$ cat config.mk
export PLATFORM = sky130hd
export DESIGN_NAME = legacy_mem_router
export DESIGN_NICKNAME = d
export VERILOG_FILES = /design/src/rtl/lmr_pkg.sv /design/src/rtl/lmr_cfg_regs.sv /design/src/rtl/lmr_attr_lookup.sv /design/src/rtl/lmr_route.sv /design/src/rtl/legacy_mem_router.sv
export SDC_FILE = /design/constraint.sdc
export NUM_CORES = 1
export LEC_CHECK = 0
export ABC_AREA = 1
export BUFFER_PORTS_ARGS = -buffer_cell sky130_fd_sc_hd__buf_2
export CORE_MARGIN = 2
export CORE_UTILIZATION = 51
export CTS_CLUSTER_SIZE = 16
export DETAILED_ROUTE_END_ITERATION = 12
export GPL_TIMING_DRIVEN = 0
export PLACE_DENSITY = 0.86
export SLEW_MARGIN = 20
export SYNTH_ARGS = -nofsm -noshare
export SYNTH_HDL_FRONTEND = slang
export SYNTH_SLANG_ARGS = --single-unit
$ cat constraint.sdc
create_clock -name clk -period 1.9 [get_ports clk]
set_clock_uncertainty 0.05 [all_clocks]
set_input_delay 0.57 -clock clk [delete_from_list [all_inputs] [get_ports clk]]
set_output_delay 0.57 -clock clk [all_outputs]
set_load 0.005 [all_outputs]
$ cat src/rtl/lmr_pkg.sv
package lmr_pkg;
  typedef enum logic [1:0] {
    TGT_NONE = 2'd0,
    TGT_RAM  = 2'd1,
    TGT_PCI  = 2'd2
  } tgt_e;

  localparam int unsigned CFG_DW    = 8;
  localparam int unsigned CFG_NREG  = 8;
  localparam int unsigned CFG_IW    = $clog2(CFG_NREG);
  localparam int unsigned ROM_WINS  = 12;
  localparam int unsigned SMRAM_IDX = 7;

  localparam logic [1:0] ATTR_RW = 2'd3;
  localparam logic [1:0] ATTR_RO = 2'd1;
endpackage

$ cat src/rtl/lmr_cfg_regs.sv
module lmr_cfg_regs
  import lmr_pkg::*;
(
  input  logic                             clk,
  input  logic                             rst_n,
  input  logic                             we,
  input  logic [CFG_IW-1:0]                idx,
  input  logic [CFG_DW-1:0]                data,
  output logic [CFG_NREG-1:0][CFG_DW-1:0]  regs_o
);
  logic [CFG_NREG-1:0][CFG_DW-1:0] regs_q, regs_d;

  always_comb begin
    regs_d = regs_q;
    if (we) regs_d[idx] = data;
  end

  always_ff @(posedge clk or negedge rst_n) begin
    if (!rst_n)  regs_q <= '0;
    else if (we) regs_q <= regs_d;
  end

  assign regs_o = regs_q;
endmodule

$ cat src/rtl/lmr_attr_lookup.sv
module lmr_attr_lookup
  import lmr_pkg::*;
(
  input  logic [19:0]                      low_addr,
  input  logic [CFG_NREG-1:0][CFG_DW-1:0]  regs,
  output logic                             win_hit,
  output logic [1:0]                       attr
);
  logic [ROM_WINS-1:0][1:0] rom_fld;
  logic                     in_bios, in_rom;

  for (genvar i = 0; i < int'(ROM_WINS); i++) begin : g_fld
    assign rom_fld[i] = regs[1 + i/2][(i%2)*4 +: 2];
  end

  assign in_bios = (low_addr[19:16] == 4'hF);
  assign in_rom  = (low_addr[19:18] == 2'b11) && (low_addr[17:16] != 2'b11);
  assign win_hit = in_bios || in_rom;

  always_comb begin
    attr = 2'd0;
    if (in_bios) begin
      attr = regs[0][5:4];
    end else begin
      for (int i = 0; i < int'(ROM_WINS); i++) begin
        if (in_rom && (low_addr[17:14] == 4'(i))) attr = rom_fld[i];
      end
    end
  end
endmodule

$ cat src/rtl/lmr_route.sv
module lmr_route
  import lmr_pkg::*;
#(
  parameter int unsigned         ADDR_W   = 40,
  parameter logic [ADDR_W-1:0]   TOLM     = 40'h00_E000_0000,
  parameter logic [ADDR_W-1:0]   HIGH_END = 40'h01_2000_0000
) (
  input  logic [ADDR_W-1:0]  addr,
  input  logic               write,
  input  logic               smm,
  input  logic [CFG_DW-1:0]  smram_ctl,
  input  logic               win_hit,
  input  logic [1:0]         attr,
  output tgt_e               tgt,
  output logic               drop,
  output logic [ADDR_W-1:0]  ram_addr
);
  localparam logic [ADDR_W-1:0] FOUR_G = ADDR_W'(64'h1_0000_0000);

  logic below_1m, in_vga, smram_open;

  assign below_1m   = (addr[ADDR_W-1:20] == '0);
  assign in_vga     = below_1m && (addr[19:17] == 3'b101);
  assign smram_open = (smm && smram_ctl[3]) || smram_ctl[6];

  always_comb begin
    tgt      = TGT_PCI;
    drop     = 1'b0;
    ram_addr = '0;
    if (in_vga) begin
      if (smram_open) begin
        tgt      = TGT_RAM;
        ram_addr = addr;
      end
    end else if (below_1m && win_hit) begin
      if (attr == ATTR_RW) begin
        tgt      = TGT_RAM;
        ram_addr = addr;
      end else if (attr == ATTR_RO) begin
        if (write) begin
          tgt  = TGT_NONE;
          drop = 1'b1;
        end else begin
          tgt      = TGT_RAM;
          ram_addr = addr;
        end
      end
    end else if (addr < TOLM) begin
      tgt      = TGT_RAM;
      ram_addr = addr;
    end else if (addr >= FOUR_G && addr < HIGH_END) begin
      tgt      = TGT_RAM;
      ram_addr = addr - FOUR_G + TOLM;
    end
  end
endmodule

$ cat src/rtl/legacy_mem_router.sv
module legacy_mem_router
  import lmr_pkg::*;
#(
  parameter int unsigned         ADDR_W   = 40,
  parameter logic [ADDR_W-1:0]   TOLM     = 40'h00_E000_0000,
  parameter logic [ADDR_W-1:0]   HIGH_END = 40'h01_2000_0000
) (
  input  logic              clk,
  input  logic              rst_n,
  input  logic              req_valid,
  input  logic [ADDR_W-1:0] req_addr,
  input  logic              req_write,
  input  logic              smm,
  input  logic              cfg_we,
  input  logic [2:0]        cfg_idx,
  input  logic [7:0]        cfg_data,
  output logic              rsp_valid,
  output logic [1:0]        rsp_tgt,
  output logic [ADDR_W-1:0] rsp_ram_addr,
  output logic              rsp_wr_drop
);
  logic [CFG_NREG-1:0][CFG_DW-1:0] regs;
  logic                            win_hit;
  logic [1:0]                      attr;
  tgt_e                            dec_tgt;
  logic                            dec_drop;
  logic [ADDR_W-1:0]               dec_addr;

  lmr_cfg_regs u_cfg (
    .clk   (clk),
    .rst_n (rst_n),
    .we    (cfg_we),
    .idx   (cfg_idx),
    .data  (cfg_data),
    .regs_o(regs)
  );

  lmr_attr_lookup u_attr (
    .low_addr(req_addr[19:0]),
    .regs    (regs),
    .win_hit (win_hit),
    .attr    (attr)
  );

  lmr_route #(.ADDR_W(ADDR_W), .TOLM(TOLM), .HIGH_END(HIGH_END)) u_route (
    .addr     (req_addr),
    .write    (req_write),
    .smm      (smm),
    .smram_ctl(regs[SMRAM_IDX]),
    .win_hit  (win_hit),
    .attr     (attr),
    .tgt      (dec_tgt),
    .drop     (dec_drop),
    .ram_addr (dec_addr)
  );

  logic              vld_q, vld_d;
  logic [1:0]        tgt_q, tgt_d;
  logic [ADDR_W-1:0] addr_q, addr_d;
  logic              drop_q, drop_d;

  always_comb begin
    vld_d  = req_valid;
    tgt_d  = 2'd0;
    addr_d = '0;
    drop_d = 1'b0;
    if (req_valid) begin
      tgt_d  = dec_tgt;
      addr_d = dec_addr;
      drop_d = dec_drop;
    end
  end

  always_ff @(posedge clk or negedge rst_n) begin
    if (!rst_n) begin
      vld_q  <= 1'b0;
      tgt_q  <= 2'd0;
      addr_q <= '0;
      drop_q <= 1'b0;
    end else begin
      vld_q  <= vld_d;
      tgt_q  <= tgt_d;
      addr_q <= addr_d;
      drop_q <= drop_d;
    end
  end

  assign rsp_valid    = vld_q;
  assign rsp_tgt      = tgt_q;
  assign rsp_ram_addr = addr_q;
  assign rsp_wr_drop  = drop_q;
endmodule

==> results of run 1 <==
-- sequential cells by signal (all words and copies together), names as in the netlist --
name          cells
rsp_ram_addr     40
rsp_valid         1
rsp_tgt           2
rsp_wr_drop       1
u_cfg.regs_o     28
-- metal layers --
layer	track usage	routed length, um	share of wire	vias to the layer above
li1	-	-	-	1364
met1	0.249	3020	0.42	1277
met2	0.349	3720	0.51	87
met3	0.0433	332	0.046	18
met4	0.103	185	0.026	0
met5	0	0	0	-
-- area by class of cell --
cell class	count	area, um2
buffer	6	82.6
sequential	72	1800
clock inverter	3	40.0
inverter	62	259
timing repair buffer	116	773
multi-input combinational	213	1340
clock buffer	13	159
tap	77	96.3
fill	429	1730
-- cell families (layout without fill, tap and decap cells) --
kind of cell,after synthesis,in the layout
adders and majority gates,1,1
buffers and inverters,68,200
AOI/OAI and AO/OA,64,64
xor gates and xnor gates,1,1
other,1,8
muxes,2,2
and+or+nand+nor,137,137
DFF,72,72
-- power by group through the flow --
stage,registers (mW),logic [mW],clock network [mW]
final,1.73,0.401,1.19
after global routing,1.74,0.459,1.29
after CTS,1.73,0.356,1.22
after detailed placement,1.75,0.342,0
after global placement,1.75,0.321,0
after floorplan,1.73,0.183,0
-- final timing paths --
kind                                             start  cells past startpoint                            to  slack, ps
setup reg to reg           u_cfg.regs_o[9]$_DFFE_PN0P_                     17     rsp_ram_addr[3]$_DFF_PN0_         40
max in group asynchronous                        rst_n                      2  u_cfg.regs_o[59]$_DFFE_PN0P_       1140
min in group clk                           req_addr[9]                      3     rsp_ram_addr[9]$_DFF_PN0_        390
hold / removal                                   rst_n                      1   u_cfg.regs_o[8]$_DFFE_PN0P_        130
hold reg to reg            u_cfg.regs_o[5]$_DFFE_PN0P_                      2   u_cfg.regs_o[5]$_DFFE_PN0P_        440
setup / recovery                          req_addr[36]                     12     rsp_ram_addr[3]$_DFF_PN0_       -200
-- cells in the mapped netlist (all sizes together) --
library cell | count | area share
nor2 | 29 | 0.045
conb | 1 | 0.0011
ha | 1 | 0.0038
nand3 | 19 | 0.034
buf | 3 | 0.018
a2111oi | 1 | 0.0027
o2111ai | 1 | 0.0027
clkinv | 2 | 0.0023
o21ai | 27 | 0.041
nor4 | 4 | 0.011
nand4 | 3 | 0.0057
clkbuf | 2 | 0.0023
or2 | 4 | 0.0084
inv | 60 | 0.069
nor3 | 7 | 0.012
a31oi | 2 | 0.0038
xor2 | 1 | 0.0027
dfrtp | 72 | 0.55
a21oi | 32 | 0.082
nand2 | 71 | 0.090
dlymetal6s2s | 1 | 0.0038
a211oi | 1 | 0.0023
mux2 | 2 | 0.0069
-- worst max-delay path, delay by kind of cell --
kind	cells	cell delay [ps]
AOI/OAI and AO/OA	1	120
buffers and inverters	3	360
and+or+nand+nor	8	1250
-- repair_timing --
| item | in CTS | in global routing |
|---|---|---|
| gates resized for setup | 11 | 51 |
| pin swaps | 0 | 26 |
| setup buffers | 3 | 11 |
| gates cloned | 0 | 3 |
| endpoints found under the setup margin | 31 | 34 |
-- through the flow --
step | instances | setup TNS [ps]
floorplan | 353 | -6890
global placement | 528 | -26940
detailed placement | 529 | -18840
CTS | 548 | -3800
global route | 562 | -8840
finish | 562 | -5120
==> results.sh, run 1 <==
export IMPL_finalHoldViolCount=0
export IMPL_grt_pass1_wl_um=11700
export IMPL_status="finished, violations left"
export IMPL_p_seq_frac=0.520
export IMPL_synth_cell_types=34
export IMPL_gr_usage_all_layers=0.206
export IMPL_crit_fanout=6
export IMPL_first_global_vias=2716
export IMPL_powerDensity_nw_per_um2=731
export IMPL_slowest_delay_ps=290
export IMPL_cpMaxStageDelayCell="nor4_4"
export IMPL_synth_xor_area_share=0.00267
export IMPL_drv_cap=0
export IMPL_ys_ff_latch=72
export IMPL_hpwl_um=5070
export IMPL_worst_slack_ps=-196
export IMPL_syn_avg_cell_area_um2=9.48
export IMPL_wl_per_cell_um=12.9
export IMPL_arrival_ps=2320
export IMPL_clkTransAtPathRegs_ps=80
export IMPL_max_freq_mhz=477
export IMPL_worstPathCellList="buf_6 > nor4_4 > nand2_2 > nor2_4 > nand3_2 > nor4_4 > inv_1 > or2_4 > nand2_4 > nand2_8 > clkbuf_16 > a21oi_2"
export IMPL_crit_path_end_kind="flip-flop"
export IMPL_switchingPower_mw=0.820
export IMPL_synth_top_family_by_area="simple AND/OR/NAND/NOR gates"
export IMPL_clkPwrFrac=0.360
export IMPL_cts_tree="done"
export IMPL_ant_nets=0
export IMPL_syn_area_um2=3280
export IMPL_post_drt_via_cell_ratio=4.89
export IMPL_startpoint_type="input port"
export IMPL_p_leak_nw=2.40
export IMPL_critPathMostFrequentCell="nor4_4"
export IMPL_p_comb_frac=0.121
export IMPL_grt_ovfl_total=0
export IMPL_antenna_cells=0
export IMPL_die_w_um=84.2
export IMPL_required_ps=2120
export IMPL_clk_insertion_delay_late_ps=340
export IMPL_clk_path_buf_depth=2
export IMPL_syn_to_final_growth_pct=38.6
export IMPL_yosys_area_share_simple=0.206
export IMPL_slew_viol_final=0
export IMPL_routed_wirelength_um=7250
export IMPL_gp_congestion=0.864
export IMPL_ir_drop_uv=611
export IMPL_ys_warn_count=0
export IMPL_grt_max_degree=38
export IMPL_start_util=0.523
export IMPL_synth_compound_area_frac=0.135
export IMPL_total_power_mw=3.32
export IMPL_holdWs_ps=127
export IMPL_clkSinkCount=72
export IMPL_layout_commonest_cell="buf_2"
export IMPL_p_sw_frac=0.247
export IMPL_rows=29
export IMPL_synthCells=346
export IMPL_fin_nets=538
export IMPL_synthMuxAreaShare=0.00686
export IMPL_p_int_mw=2.50
export IMPL_violations="setup timing"
export IMPL_period_share=1.10
export IMPL_drt_first_pass_iters=4
export IMPL_ios=101
export IMPL_drtIter0Drc=162
export IMPL_cts_buffers=9
export IMPL_drive_gt1_frac=0.443
export IMPL_core_area_um2=6280
export IMPL_h_tree_depth=3
export IMPL_drc_errors=0
export IMPL_final_cell_mix="buf_2, dfrtp_1, nand2_1"
export IMPL_port_buffers=98
export IMPL_setup_viol=30
export IMPL_dp_slack_ps=-663
export IMPL_die_y_um=84.2
export IMPL_route_vias_total=2746
export IMPL_path_class="input port to flip-flop"
export IMPL_die_area_um2=7090
export IMPL_dpl_cell_area_um2=3940
export IMPL_antenna_found_initial=0
export IMPL_hp_class="input port to async pin"
export IMPL_final_area_um2=4550
export IMPL_rsz0062_at_grt="yes"
export IMPL_hold_buffers=0
export IMPL_period_needed_ps=2100
export IMPL_yosysSeqAreaShare=0.549
export IMPL_synth_adder_area_share=0.00381
export IMPL_cts_root_buffer="clkbuf_8"
export IMPL_utilization=0.725
Power figures use the tool's default switching activity.
==> run 2: changes to the inputs <==
--- a/config.mk
+++ b/config.mk
@@ -17,3 +17,4 @@
 export SYNTH_ARGS = -nofsm -noshare
 export SYNTH_HDL_FRONTEND = slang
 export SYNTH_SLANG_ARGS = --single-unit
+export TNS_END_PERCENT = 50
==> run 2 against run 1 <==
The run still ends with setup timing left. Sequential power is essentially flat. Clock power shrank 11%. First-iteration DRC count grew 29%. Register-to-register slack lost 160 ps. Largest cell class unchanged.
==> results.sh, run 2 (synthesis results as in run 1) <==
export IMPL_status="finished, violations left"
export IMPL_violations="setup timing"
export IMPL_total_power_mw=3.25
export IMPL_grt_pass1_wl_um=14000
export IMPL_period_share=1.17
export IMPL_drt_first_pass_iters=5
export IMPL_holdWs_ps=102
export IMPL_rows=29
export IMPL_cts_tree="done"
export IMPL_drive_gt1_frac=0.480
export IMPL_gp_congestion=0.817
export IMPL_port_buffers=98
export IMPL_arrival_ps=2390
export IMPL_die_w_um=84.2
export IMPL_setup_viol=34
export IMPL_gr_usage_all_layers=0.247
export IMPL_grt_ovfl_total=0
export IMPL_first_global_vias=2985
export IMPL_grt_max_degree=43
export IMPL_core_area_um2=6280
export IMPL_finalHoldViolCount=0
export IMPL_fillers=399
export IMPL_final_cell_mix="buf_2, dfrtp_1, nand2_1"
export IMPL_clk_path_buf_depth=2
export IMPL_ios=101
export IMPL_largest_reg_flops=40
export IMPL_cpMaxStageDelayCell="or2_1"
export IMPL_antenna_found_initial=0
export IMPL_start_util=0.523
export IMPL_powerDensity_nw_per_um2=694
export IMPL_required_ps=2060
export IMPL_hpwl_um=5220
export IMPL_die_area_um2=7090
export IMPL_ant_nets=0
export IMPL_p_leak_nw=2.49
export IMPL_slew_viol_final=0
export IMPL_routed_wirelength_um=9340
export IMPL_layout_commonest_cell="buf_2"
export IMPL_clkSinkCount=72
export IMPL_h_tree_depth=3
export IMPL_cts_buffers=9
export IMPL_path_class="input port to flip-flop"
export IMPL_critPathMostFrequentCell="nand2_2"
export IMPL_clkTransAtPathRegs_ps=70
export IMPL_period_needed_ps=2220
export IMPL_drtIter0Drc=209
export IMPL_die_y_um=84.2
export IMPL_startpoint_type="input port"
export IMPL_antenna_cells=0
export IMPL_worstPathCellList="buf_12 > clkinv_4 > buf_6 > nand2_4 > nor2_4 > nand2_2 > or2_1 > nand2_2 > nand3_2 > nand2_2 > nand2_1 > nand2_1 > nand3_1 > nand2_1 > nand2_2 > nand2_2 > nand2_4 > nand2_8 > clkbuf_16 > a21oi_2"
export IMPL_syn_to_final_growth_pct=42.8
export IMPL_crit_path_end_kind="flip-flop"
export IMPL_clk_insertion_delay_late_ps=340
export IMPL_slowest_delay_ps=240
export IMPL_final_area_um2=4690
export IMPL_finalNonFillerCells=585
export IMPL_crit_fanout=5
export IMPL_hp_class="input port to async pin"
export IMPL_route_vias_total=3041
export IMPL_post_drt_via_cell_ratio=5.20
export IMPL_placed_cells=529
export IMPL_rsz0062_at_grt="yes"
export IMPL_dpl_cell_area_um2=3930
export IMPL_cts_root_buffer="clkbuf_8"
export IMPL_drc_errors=0
export IMPL_fin_nets=562
export IMPL_max_freq_mhz=449
export IMPL_worst_slack_ps=-325
export IMPL_ir_drop_uv=434
export IMPL_drv_cap=0
export IMPL_wl_per_cell_um=16.0
## run 2: cell count changes in the layout (fill, tap and decap cells not counted), sizes merged
| cell | previous run | this run |
|---|---|---|
| buf | 117 | 142 |
| bufinv | 1 | 0 |
| clkbuf | 17 | 15 |
| clkinv | 3 | 4 |
| clkinvlp | 0 | 1 |
| inv | 61 | 60 |
## run 2: path summary, 6_finish.rpt
path / from / endpoint / slack (ps) / depth (start not counted)
max in group asynchronous: rst_n / rsp_ram_addr[30]$_DFF_PN0_ / 1160 / 2
worst min-delay path: rst_n / u_cfg.regs_o[13]$_DFFE_PN0P_ / 100 / 1
min in group clk: req_addr[5] / rsp_ram_addr[5]$_DFF_PN0_ / 390 / 3
worst min register to register: u_cfg.regs_o[16]$_DFFE_PN0P_ / u_cfg.regs_o[16]$_DFFE_PN0P_ / 450 / 2
worst max register to register: u_cfg.regs_o[12]$_DFFE_PN0P_ / rsp_ram_addr[18]$_DFF_PN0_ / -120 / 15
worst max-delay path: req_addr[15] / rsp_ram_addr[18]$_DFF_PN0_ / -320 / 20
## run 2: power breakdown
group	switching (mW)	internal, mW
registers	0.0813	1.66
logic	0.257	0.191
clock network	0.529	0.534
## run 2: area by class of cell
cell class / instances / area [um2] / share of cell area
Sequential cell: 72 / 1800 / 0.385
Multi-Input combinational cell: 213 / 1360 / 0.290
Tap cell: 77 / 96.3 / 0.0206
Inverter: 62 / 246 / 0.0526
Clock inverter: 3 / 17.5 / 0.00374
Buffer: 6 / 82.6 / 0.0176
Clock buffer: 12 / 155 / 0.0331
Timing Repair Buffer: 140 / 928 / 0.198
## run 2: through the flow
stage                     worst slack, ps   util  setup TNS [ps]
final                                -325  0.746           -9290
after global routing                 -465  0.746          -14070
after CTS                            -168  0.712           -4280
after detailed placement             -652  0.627          -19000
after global placement               -606  0.623          -25940
after floorplan                      -234      -           -7000
## run 2: repair_timing
| item | 4_1_cts | 5_1_grt |
|---|---|---|
| resized for setup | 22 | 38 |
| cloned | 1 | 1 |
| pin swaps | 3 | 28 |
| buffers inserted | 32 | 7 |
| setup endpoints to repair | 31 | 35 |
| hold buffers | 0 | 0 |
## run 2: worst max-delay path: cells and delay by family
| family | cells | cell delay [ps] |
|---|---|---|
| compound gates | 1 | 50 |
| buf+inv | 4 | 410 |
| simple gates | 15 | 1350 |
## run 2: routing by layer
layer  up-vias  track usage  part of all wire
met5         -            0                 0
met4         0        0.119             0.050
met3        55       0.0551             0.063
met2       169        0.399              0.49
met1      1409        0.318              0.40
li1       1408            -                 -
